`config.mk`:
```
export PLATFORM = sky130hd
export DESIGN_NAME = pmadd_unit
export DESIGN_NICKNAME = d
export VERILOG_FILES = /design/src/rtl/pmadd_pkg.sv /design/src/rtl/pmadd_mul_array.sv /design/src/rtl/pmadd_pair_reduce.sv /design/src/rtl/pmadd_lane_add.sv /design/src/rtl/pmadd_out_stage.sv /design/src/rtl/pmadd_unit.sv
export SDC_FILE = /design/constraint.sdc
export NUM_CORES = 2
export LEC_CHECK = 0
export ABC_AREA = 1
export CAP_MARGIN = 10
export CORE_MARGIN = 2
export CORE_UTILIZATION = 55
export CTS_CLUSTER_DIAMETER = 40
export DETAILED_ROUTE_END_ITERATION = 8
export GPL_TIMING_DRIVEN = 0
export HOLD_SLACK_MARGIN = 0.03
export PLACE_DENSITY = 0.78
export REMOVE_ABC_BUFFERS = 1
export SLEW_MARGIN = 20
export SYNTH_ARGS = -nofsm -noshare
export SYNTH_HDL_FRONTEND = slang
export SYNTH_SLANG_ARGS = --single-unit
```
`constraint.sdc`:
```
create_clock -name clk -period 9.75 [get_ports clk]
set_clock_uncertainty 0.1 [all_clocks]
set_input_delay 2.925 -clock clk [delete_from_list [all_inputs] [get_ports clk]]
set_output_delay 2.925 -clock clk [all_outputs]
set_load 0.005 [all_outputs]
```
`src/rtl/pmadd_pkg.sv`:
```
// Package: shared constants and the mode encoding for the packed
// multiply pairwise-add unit. Assumes an even number of lanes.
package pmadd_pkg;

    // Default element width and lane count of the datapath.
    localparam int DEF_ELEM_W = 16;
    localparam int DEF_LANES  = 4;

    // Operation selected by the mode input.
    typedef enum logic {
        MODE_DOT = 1'b0,   // multiply lanes, add adjacent products
        MODE_ADD = 1'b1    // independent lane-wise add
    } pmadd_mode_e;

endpackage

```
`src/rtl/pmadd_mul_array.sv`:
```
// Module: pmadd_mul_array
// Multiplies the signed elements at matching positions of two packed
// operands. Each product has twice the element width. Purely
// combinational. Assumes two's complement elements.
module pmadd_mul_array #(
    parameter int ELEM_W = 16,
    parameter int LANES  = 4
) (
    input  logic [LANES*ELEM_W-1:0]   op_a,
    input  logic [LANES*ELEM_W-1:0]   op_b,
    output logic [LANES*2*ELEM_W-1:0] prod_flat
);
    localparam int PROD_W = 2 * ELEM_W;

    for (genvar k = 0; k < LANES; k++) begin : g_lane
        logic [ELEM_W-1:0] ea;
        logic [ELEM_W-1:0] eb;
        logic [PROD_W-1:0] xa;
        logic [PROD_W-1:0] xb;
        logic [PROD_W-1:0] prod;

        // Pick out the elements of this lane.
        assign ea = op_a[k*ELEM_W +: ELEM_W];
        assign eb = op_b[k*ELEM_W +: ELEM_W];

        // Sign-extend both elements to the full product width.
        assign xa = {{ELEM_W{ea[ELEM_W-1]}}, ea};
        assign xb = {{ELEM_W{eb[ELEM_W-1]}}, eb};

        // The low PROD_W bits of the extended product are the signed product.
        always_comb begin
            prod = xa * xb;
        end

        assign prod_flat[k*PROD_W +: PROD_W] = prod;
    end

endmodule

```
`src/rtl/pmadd_pair_reduce.sv`:
```
// Module: pmadd_pair_reduce
// Adds each even-indexed product to its odd neighbour. This halves the
// number of lanes while keeping the product width. Sums wrap modulo
// 2^PROD_W. Assumes LANES is even.
module pmadd_pair_reduce #(
    parameter int PROD_W = 32,
    parameter int LANES  = 4
) (
    input  logic [LANES*PROD_W-1:0]     prod_flat,
    output logic [(LANES/2)*PROD_W-1:0] sum_flat
);
    localparam int PAIRS = LANES / 2;

    for (genvar p = 0; p < PAIRS; p++) begin : g_pair
        logic [PROD_W-1:0] lo_prod;
        logic [PROD_W-1:0] hi_prod;

        // Products 2p and 2p+1 form pair p.
        assign lo_prod = prod_flat[(2*p)*PROD_W +: PROD_W];
        assign hi_prod = prod_flat[(2*p+1)*PROD_W +: PROD_W];

        // Wrapping sum of the pair.
        assign sum_flat[p*PROD_W +: PROD_W] = lo_prod + hi_prod;
    end

endmodule

```
`src/rtl/pmadd_lane_add.sv`:
```
// Module: pmadd_lane_add
// Lane-wise packed add. Each lane sum is truncated to the element width,
// so no carry crosses a lane boundary. Purely combinational.
module pmadd_lane_add #(
    parameter int ELEM_W = 16,
    parameter int LANES  = 4
) (
    input  logic [LANES*ELEM_W-1:0] op_a,
    input  logic [LANES*ELEM_W-1:0] op_b,
    output logic [LANES*ELEM_W-1:0] sum_flat
);
    for (genvar k = 0; k < LANES; k++) begin : g_lane
        // Per-lane adder; its carry out is dropped.
        assign sum_flat[k*ELEM_W +: ELEM_W] =
            op_a[k*ELEM_W +: ELEM_W] + op_b[k*ELEM_W +: ELEM_W];
    end

endmodule

```
`src/rtl/pmadd_out_stage.sv`:
```
// Module: pmadd_out_stage
// Output register with a synchronous active-low reset.
// - The valid flag follows the input strobe on every cycle.
// - The data register loads only on strobed cycles and holds otherwise.
module pmadd_out_stage #(
    parameter int DATA_W = 64
) (
    input  logic              clk,
    input  logic              rst_n,
    input  logic              load,
    input  logic [DATA_W-1:0] din,
    output logic              vld_q,
    output logic [DATA_W-1:0] dout_q
);
    // Valid pipeline bit: cleared by reset, otherwise copies the strobe.
    always_ff @(posedge clk) begin
        if (!rst_n) vld_q <= 1'b0;
        else        vld_q <= load;
    end

    // Data register: cleared by reset, loaded on strobe, held when idle.
    always_ff @(posedge clk) begin
        if (!rst_n)    dout_q <= '0;
        else if (load) dout_q <= din;
    end

endmodule

```
`src/rtl/pmadd_unit.sv`:
```
// Module: pmadd_unit (top)
// Packed multiply pairwise-add unit with a lane-wise add mode.
// - Dot mode: multiplies signed elements and adds adjacent products into
//   double-width sums.
// - Add mode: adds lanes independently at the element width.
// The result is registered, giving one cycle of latency.
// Assumes LANES is even, so LANES*ELEM_W equals (LANES/2)*2*ELEM_W.
module pmadd_unit #(
    parameter int ELEM_W = pmadd_pkg::DEF_ELEM_W,
    parameter int LANES  = pmadd_pkg::DEF_LANES
) (
    input  logic                    clk,
    input  logic                    rst_n,
    input  logic                    in_valid,
    input  logic                    mode,
    input  logic [LANES*ELEM_W-1:0] src_a,
    input  logic [LANES*ELEM_W-1:0] src_b,
    output logic                    out_valid,
    output logic [LANES*ELEM_W-1:0] result
);
    import pmadd_pkg::*;

    localparam int DATA_W = LANES * ELEM_W;
    localparam int PROD_W = 2 * ELEM_W;
    localparam int PAIRS  = LANES / 2;

    logic [LANES*PROD_W-1:0] prod_flat;
    logic [PAIRS*PROD_W-1:0] dot_flat;
    logic [DATA_W-1:0]       add_flat;
    logic [DATA_W-1:0]       next_result;
    pmadd_mode_e             op_sel;

    // Lane multipliers.
    pmadd_mul_array #(.ELEM_W(ELEM_W), .LANES(LANES)) u_mul (
        .op_a      (src_a),
        .op_b      (src_b),
        .prod_flat (prod_flat)
    );

    // Adjacent-product reduction.
    pmadd_pair_reduce #(.PROD_W(PROD_W), .LANES(LANES)) u_red (
        .prod_flat (prod_flat),
        .sum_flat  (dot_flat)
    );

    // Lane-wise adder for the add mode.
    pmadd_lane_add #(.ELEM_W(ELEM_W), .LANES(LANES)) u_add (
        .op_a     (src_a),
        .op_b     (src_b),
        .sum_flat (add_flat)
    );

    // Decode the mode pin into the package encoding.
    assign op_sel = pmadd_mode_e'(mode);

    // Choose the datapath result for the selected operation.
    always_comb begin
        unique case (op_sel)
            MODE_DOT: next_result = dot_flat;
            MODE_ADD: next_result = add_flat;
            default:  next_result = dot_flat;
        endcase
    end

    // Registered output stage.
    pmadd_out_stage #(.DATA_W(DATA_W)) u_out (
        .clk    (clk),
        .rst_n  (rst_n),
        .load   (in_valid),
        .din    (next_result),
        .vld_q  (out_valid),
        .dout_q (result)
    );

endmodule

```
==> Word-level counts from Yosys, hierarchy flattened <==
Index checks and enable logic that the tools add are counted.
{ "word_totals": {"output_inout_bits": 65, "input_bits": 132, "register_bits": 65} }
{ "op_classes": {"add_sub_neg": 6, "n_mul": 4, "n_mux": 1, "bitwise": 1} }
{ "op_table": {"columns": ["operator", "n"], "rows": [
  ["multiplier 16 x 16 -> 32 bit", 4],
  ["one-hot mux 64 bit (2 select lines)", 1],
  ["adder 16 bit", 4],
  ["adder 32 bit", 2],
  ["inverter 1 bit", 1]
]} }

==> Longest topological paths before layout <==
{ "logic_depth": {"ltp_word": 3, "depth_mapped": 33, "mapped_depth_nobuf": 32} }

==> Cells and area by module <==
From an unflattened synthesis, not the netlist that was laid out.
{ "unflattened": {"cells_unflattened": 8014, "area_unflattened_um2": 54725.0} }
{ "modules_own_cells": {"columns": ["module", "area_each_um2", "cells_each", "instances"], "rows": [
  ["pmadd_mul_array", 42804.8, 5716, 1],
  ["pmadd_pair_reduce", 4730.8, 982, 1],
  ["pmadd_lane_add", 3696.0, 702, 1],
  ["pmadd_out_stage", 2648.8, 408, 1],
  ["pmadd_unit", 844.6, 206, 1]
]} }

==> Worst setup path after synthesis <==
No wires, ideal clock.
{ "synth_path": {"kind": "input to register", "from": "input src_b[49]", "to": "register u_out.dout_q[59]", "t_arrival_ns": 9.306, "required_ns": 9.516, "setup_slack_ns": 0.210, "cell_stages": 26, "setup_time_ns": 0.134, "n_path_buf": 2, "path_cell_list": "clkbuf_1 > clkbuf_1 > nand2_1 > fa_1 > inv_1 > fa_1 > inv_1 > fa_1 > inv_1 > fa_1 > fa_1 > fa_1 > fa_1 > inv_1 > fa_1 > inv_1 > ha_1 > nand2_1 > nor2_1 > inv_1 > nor3_1 > nand3_1 > nand3_1 > a21oi_1 > o21ai_0 > a31oi_1"} }
{ "synth_between": {"elab_chain_cells": 3, "elab_cells_between_ends": 4, "cone_classes": "add/sub: 2; mul: 1; mux: 1"} }
{ "synth_lines": {"columns": ["item", "line_no", "source"], "rows": [
  ["from (decl)", "pmadd_unit.sv:17", "input logic [LANES*ELEM_W-1:0] src_b,"],
  ["multiplier 16 x 16 -> 32 bit", "pmadd_mul_array.sv:32", "prod = xa * xb;"],
  ["adder 32 bit", "pmadd_pair_reduce.sv:23", "assign sum_flat[p*PROD_W +: PROD_W] = lo_prod + hi_prod;"],
  ["one-hot mux 64 bit (2 select lines) *", "pmadd_unit.sv:58", "unique case (op_sel)"],
  ["to (signal assigned)", "pmadd_out_stage.sv:24", "else if (load) dout_q <= din;"],
  ["to (decl)", "pmadd_out_stage.sv:13", "output logic [DATA_W-1:0] dout_q"]
]} }
Mark *: on every way between the ends. The rest lies on a longest branch, timed or not.
A chain may end at the register's enable or synchronous reset.

==> Worst setup path after layout <==
{ "layout_path": {"from": "input src_b[2]", "to": "register u_out.dout_q[26]"} }
{ "layout_between": {"elab_chain_cells": 3} }
{ "layout_lines": {"columns": ["item", "line_no"], "rows": [
  ["multiplier 16 x 16 -> 32 bit", "pmadd_mul_array.sv:32"],
  ["adder 32 bit", "pmadd_pair_reduce.sv:23"],
  ["one-hot mux 64 bit (2 select lines)", "pmadd_unit.sv:58"]
]} }
No other way between the ends.

==> summary.txt <==
Logic synthesis
  • Synthesized instance count: 5,836
  • Synth Register Bits: 65
  • FFs w/ async S/R, synth: 0
  • Sequential-to-total area share from yosys stat: 0.0282
  • Post-synthesis cell type count: 47
  • Yosys warnings: 0
  • Average footprint of a synthesized cell: 7.92 sq um
  • Post-synthesis instance area: 46,200 sq um
  • Number of flops mapped to enable cells by yosys: 0
  • Main synth FF type: sky130_fd_sc_hd__dfxtp_1

STA
  • Hold violation total from the final report: 0
  • Final setup violation count: 0
  • Actual transition at the worst max-transition pin: 1.05 ns
  • Setup repair after global routing missed its margin: yes
  • Hold Worst Slack: 0.390 ns
  • Maximum operating frequency: 104 MHz
  • Number of pins exceeding their max-slew limit in the final report: 0
  • Share of the clock period used by the worst path after layout: 0.983
  • Post-route worst setup slack: 0.168 ns
  • Max-Slew Margin vs Limit: 0.302
  • Clock period minus final worst setup slack: 9.58 ns

Worst setup path
  • Stages on worst setup path: 24
  • Endpoint of the worst-slack reg-to-reg timing path: u_out.dout_q[57]$_SDFFE_PN0P_
  • Depth of the worst register-to-register path: 2
  • R2r setup slk: 8.79 ns
  • Crit path buffers/inverters: 7
  • CP endpoint: u_out.dout_q[26]$_SDFFE_PN0P_
  • Crit-path cells: clkbuf_4 > nand2_1 > inv_1 > fa_1 > fa_2 > fa_2 > clkinvlp_4 > buf_4 > fa_1 > inv_1 > fa_1 > fa_1 > fa_1 > inv_1 > fa_1 > inv_1 > ha_1 > a21oi_1 > o21ai_0 > a21oi_1 > nand3_2 > a21oi_1 > o21ai_2 > a31oi_1
  • Top delay family on crit path: adder cells
  • Startpoint type of the worst setup path: input port
  • Most Frequent Cell on Critical Path: sky130_fd_sc_hd__fa_1
  • Cell with the largest stage delay on the worst path: sky130_fd_sc_hd__fa_2
  • Kind of critical path: in -> reg
  • Crit path largest cell delay: 0.66 ns
  • Critical path peak fanout: 16
  • WP data arrival: 9.78 ns
  • Required time worst endpoint: 9.95 ns
  • Launching instance or port of the critical path: src_b[2]
  • Kind of end point of the critical path: flop
  • Startpoint of the most critical register-to-register path: u_out.dout_q[57]$_SDFFE_PN0P_

Floorplan
  • Overall die height: around 290 um
  • DIE AREA: 86,400 sq um
  • Boundary Pins: 197
  • Core area: about 83,000 sq um
  • Number of cell rows: 106
  • Chip width: 294 um
  • Effective utilization at floorplan: 0.554

Clock tree
  • Sink Count: 65
  • Clock Tree Buf Depth: 2
  • Hold bufs inserted after CTS: 0
  • TritonCTS buffer count: 9
  • TritonCTS clock tree: built
  • Clk Latency, worst-skew pair: approximately 0.37 ns
  • Root buffer cell: sky130_fd_sc_hd__clkbuf_16
  • CTS H-tree depth: 3
  • Worst-path clk slew: about 0.060 ns

Finish
  • Commonest cells after routing, fill and taps aside: sky130_fd_sc_hd__inv_1 (1,889), sky130_fd_sc_hd__nand2_1 (1,281), sky130_fd_sc_hd__fa_1 (1,138)
  • Non-filler cells, final: 6,980
  • Total area of sequential cells: 1300 sq um
  • Fillers: 7,270
  • Area Overhead vs Synth: 6.66%
  • Most common library cell in the layout ignoring fill and taps: sky130_fd_sc_hd__inv_1
  • Post-layout nets: 7,534
  • Share of layout cells above drive strength 1: 0.0498
  • Multi-input logic area: 37,300 sq um

Place
  • Half-perimeter wire length after detailed placement: roughly 110 mm
  • Worst slack at placement: -1.73 ns
  • Weighted congestion reported at the end of routability-driven placement: slightly below 1
  • Placed Cells incl. Taps: 6,938
  • IO Port Bufs: 196

Global route
  • First-pass GRT wire length: roughly 210 mm
  • Total global routing overflow: 0
  • Overall fraction of global-route tracks in use: 0.315
  • Number of global-route vias before repair: 39,700
  • Number of antenna violations at the first check in global routing: 3
  • Maximum number of pins on one net before global-route repair: 62

Detailed routing
  • Drt via density: 5.40
  • Post-route antenna net violation count: 0
  • Routed wire length per instance: ~19 um
  • Starting DRC count in detailed routing: 3,094
  • DR vias: 37,700
  • DRC errors left: 0
  • Pre-Repair DR Iteration Count: 8
  • Total wire length: 129 mm

Flow run
  • Max-cap violations: 0

Min path
  • Worst min path class: reg -> reg

Status
  • Outcome: completed
logic make-up (layout without fill, tap and decap cells):
| kind of cell | after synthesis | count (layout) | synth area share |
|---|---|---|---|
| buffers and inverters | 2081 | 2144 | 0.170 |
| adder cells (fa/ha/maj) | 1508 | 1508 | 0.595 |
| AND/OR/NAND/NOR | 1643 | 1643 | 0.141 |
| other | 0 | 1 | 0 |
| flip-flops | 65 | 65 | 0.0282 |
| AO/OA/AOI/OAI | 506 | 506 | 0.0595 |
| XOR/XNOR | 33 | 33 | 0.00625 |
worst min-delay path by stage:
stage	startpoint	to	slack (ns)	cells past startpoint
after floorplan	u_out.dout_q[16]$_SDFFE_PN0P_	u_out.dout_q[16]$_SDFFE_PN0P_	0.36	2
after detailed placement	u_out.dout_q[33]$_SDFFE_PN0P_	u_out.dout_q[33]$_SDFFE_PN0P_	0.37	2
after CTS	u_out.dout_q[33]$_SDFFE_PN0P_	u_out.dout_q[33]$_SDFFE_PN0P_	0.39	2
after global placement	u_out.dout_q[33]$_SDFFE_PN0P_	u_out.dout_q[33]$_SDFFE_PN0P_	0.37	2
final	u_out.dout_q[33]$_SDFFE_PN0P_	u_out.dout_q[33]$_SDFFE_PN0P_	0.39	2
after global routing	u_out.dout_q[48]$_SDFFE_PN0P_	u_out.dout_q[48]$_SDFFE_PN0P_	0.43	2
synth_stat cells (12+ instances only):
master                        n  area, sq um
sky130_fd_sc_hd__fa_1      1148        23000
sky130_fd_sc_hd__clkbuf_1   159          597
sky130_fd_sc_hd__ha_1       360         4500
sky130_fd_sc_hd__dfxtp_1     65         1300
sky130_fd_sc_hd__a31oi_1     34          213
sky130_fd_sc_hd__inv_1     1899         7130
sky130_fd_sc_hd__o21ai_1     13         65.1
sky130_fd_sc_hd__xnor2_1     15          131
sky130_fd_sc_hd__nand2_1   1287         4830
sky130_fd_sc_hd__nor2_1     154          578
sky130_fd_sc_hd__o21ai_0    182          911
sky130_fd_sc_hd__or2_2       15         93.8
sky130_fd_sc_hd__nor3_1      26          130
sky130_fd_sc_hd__a21oi_1    221         1110
sky130_fd_sc_hd__nand3_1    117          586
sky130_fd_sc_hd__a21oi_2     12          105
sky130_fd_sc_hd__xor2_1      18          158
sequential cells by signal (all words and copies together) (netlist names):
name / flops
u_out.dout_q: 64
u_out.vld_q: 1
final cells by class:
| type | instances | area share |
|---|---|---|
| diodes | 1 | 0.0000508 |
| repair buffers | 223 | 0.0369 |
| clock buffers | 9 | 0.00457 |
| inverters | 1905 | 0.146 |
| clock inverters | 7 | 0.00175 |
| flip-flops and latches | 65 | 0.0264 |
| multi-input cells | 3690 | 0.757 |
| well taps | 1080 | 0.0274 |
metrics by stage:
| step | util | setup TNS, ns | area [sq um] |
|---|---|---|---|
| floorplan | - | 0 | 45500 |
| global placement | 0.585 | -56.94 | 48800 |
| detailed placement | 0.586 | -46.54 | 48900 |
| CTS | 0.591 | -0.0275 | 49300 |
| global route | 0.591 | -0.270 | 49300 |
| finish | 0.591 | 0 | 49300 |
repair_timing:
item	4_1_cts	5_1_grt
pin swaps	1	7
buffers inserted	15	10
endpoints found under the setup margin	40	39
gates resized for setup	314	279
worst register-to-register path: stages, from the launching register on:
cell and delay (ns):
sky130_fd_sc_hd__dfxtp_1 0.48, sky130_fd_sc_hd__o21ai_0 0.14, sky130_fd_sc_hd__a21oi_1 0.17
routing by layer:
layer | GRT usage | share of wire
met5 | 0 | 0.00022
met1 | 0.428 | 0.38
met2 | 0.499 | 0.46
met4 | 0.121 | 0.046
met3 | 0.0628 | 0.11
Power is left out: the tool's default activity adds up to more than one toggle a clock period on the data nets, which glitch-free logic cannot reach.
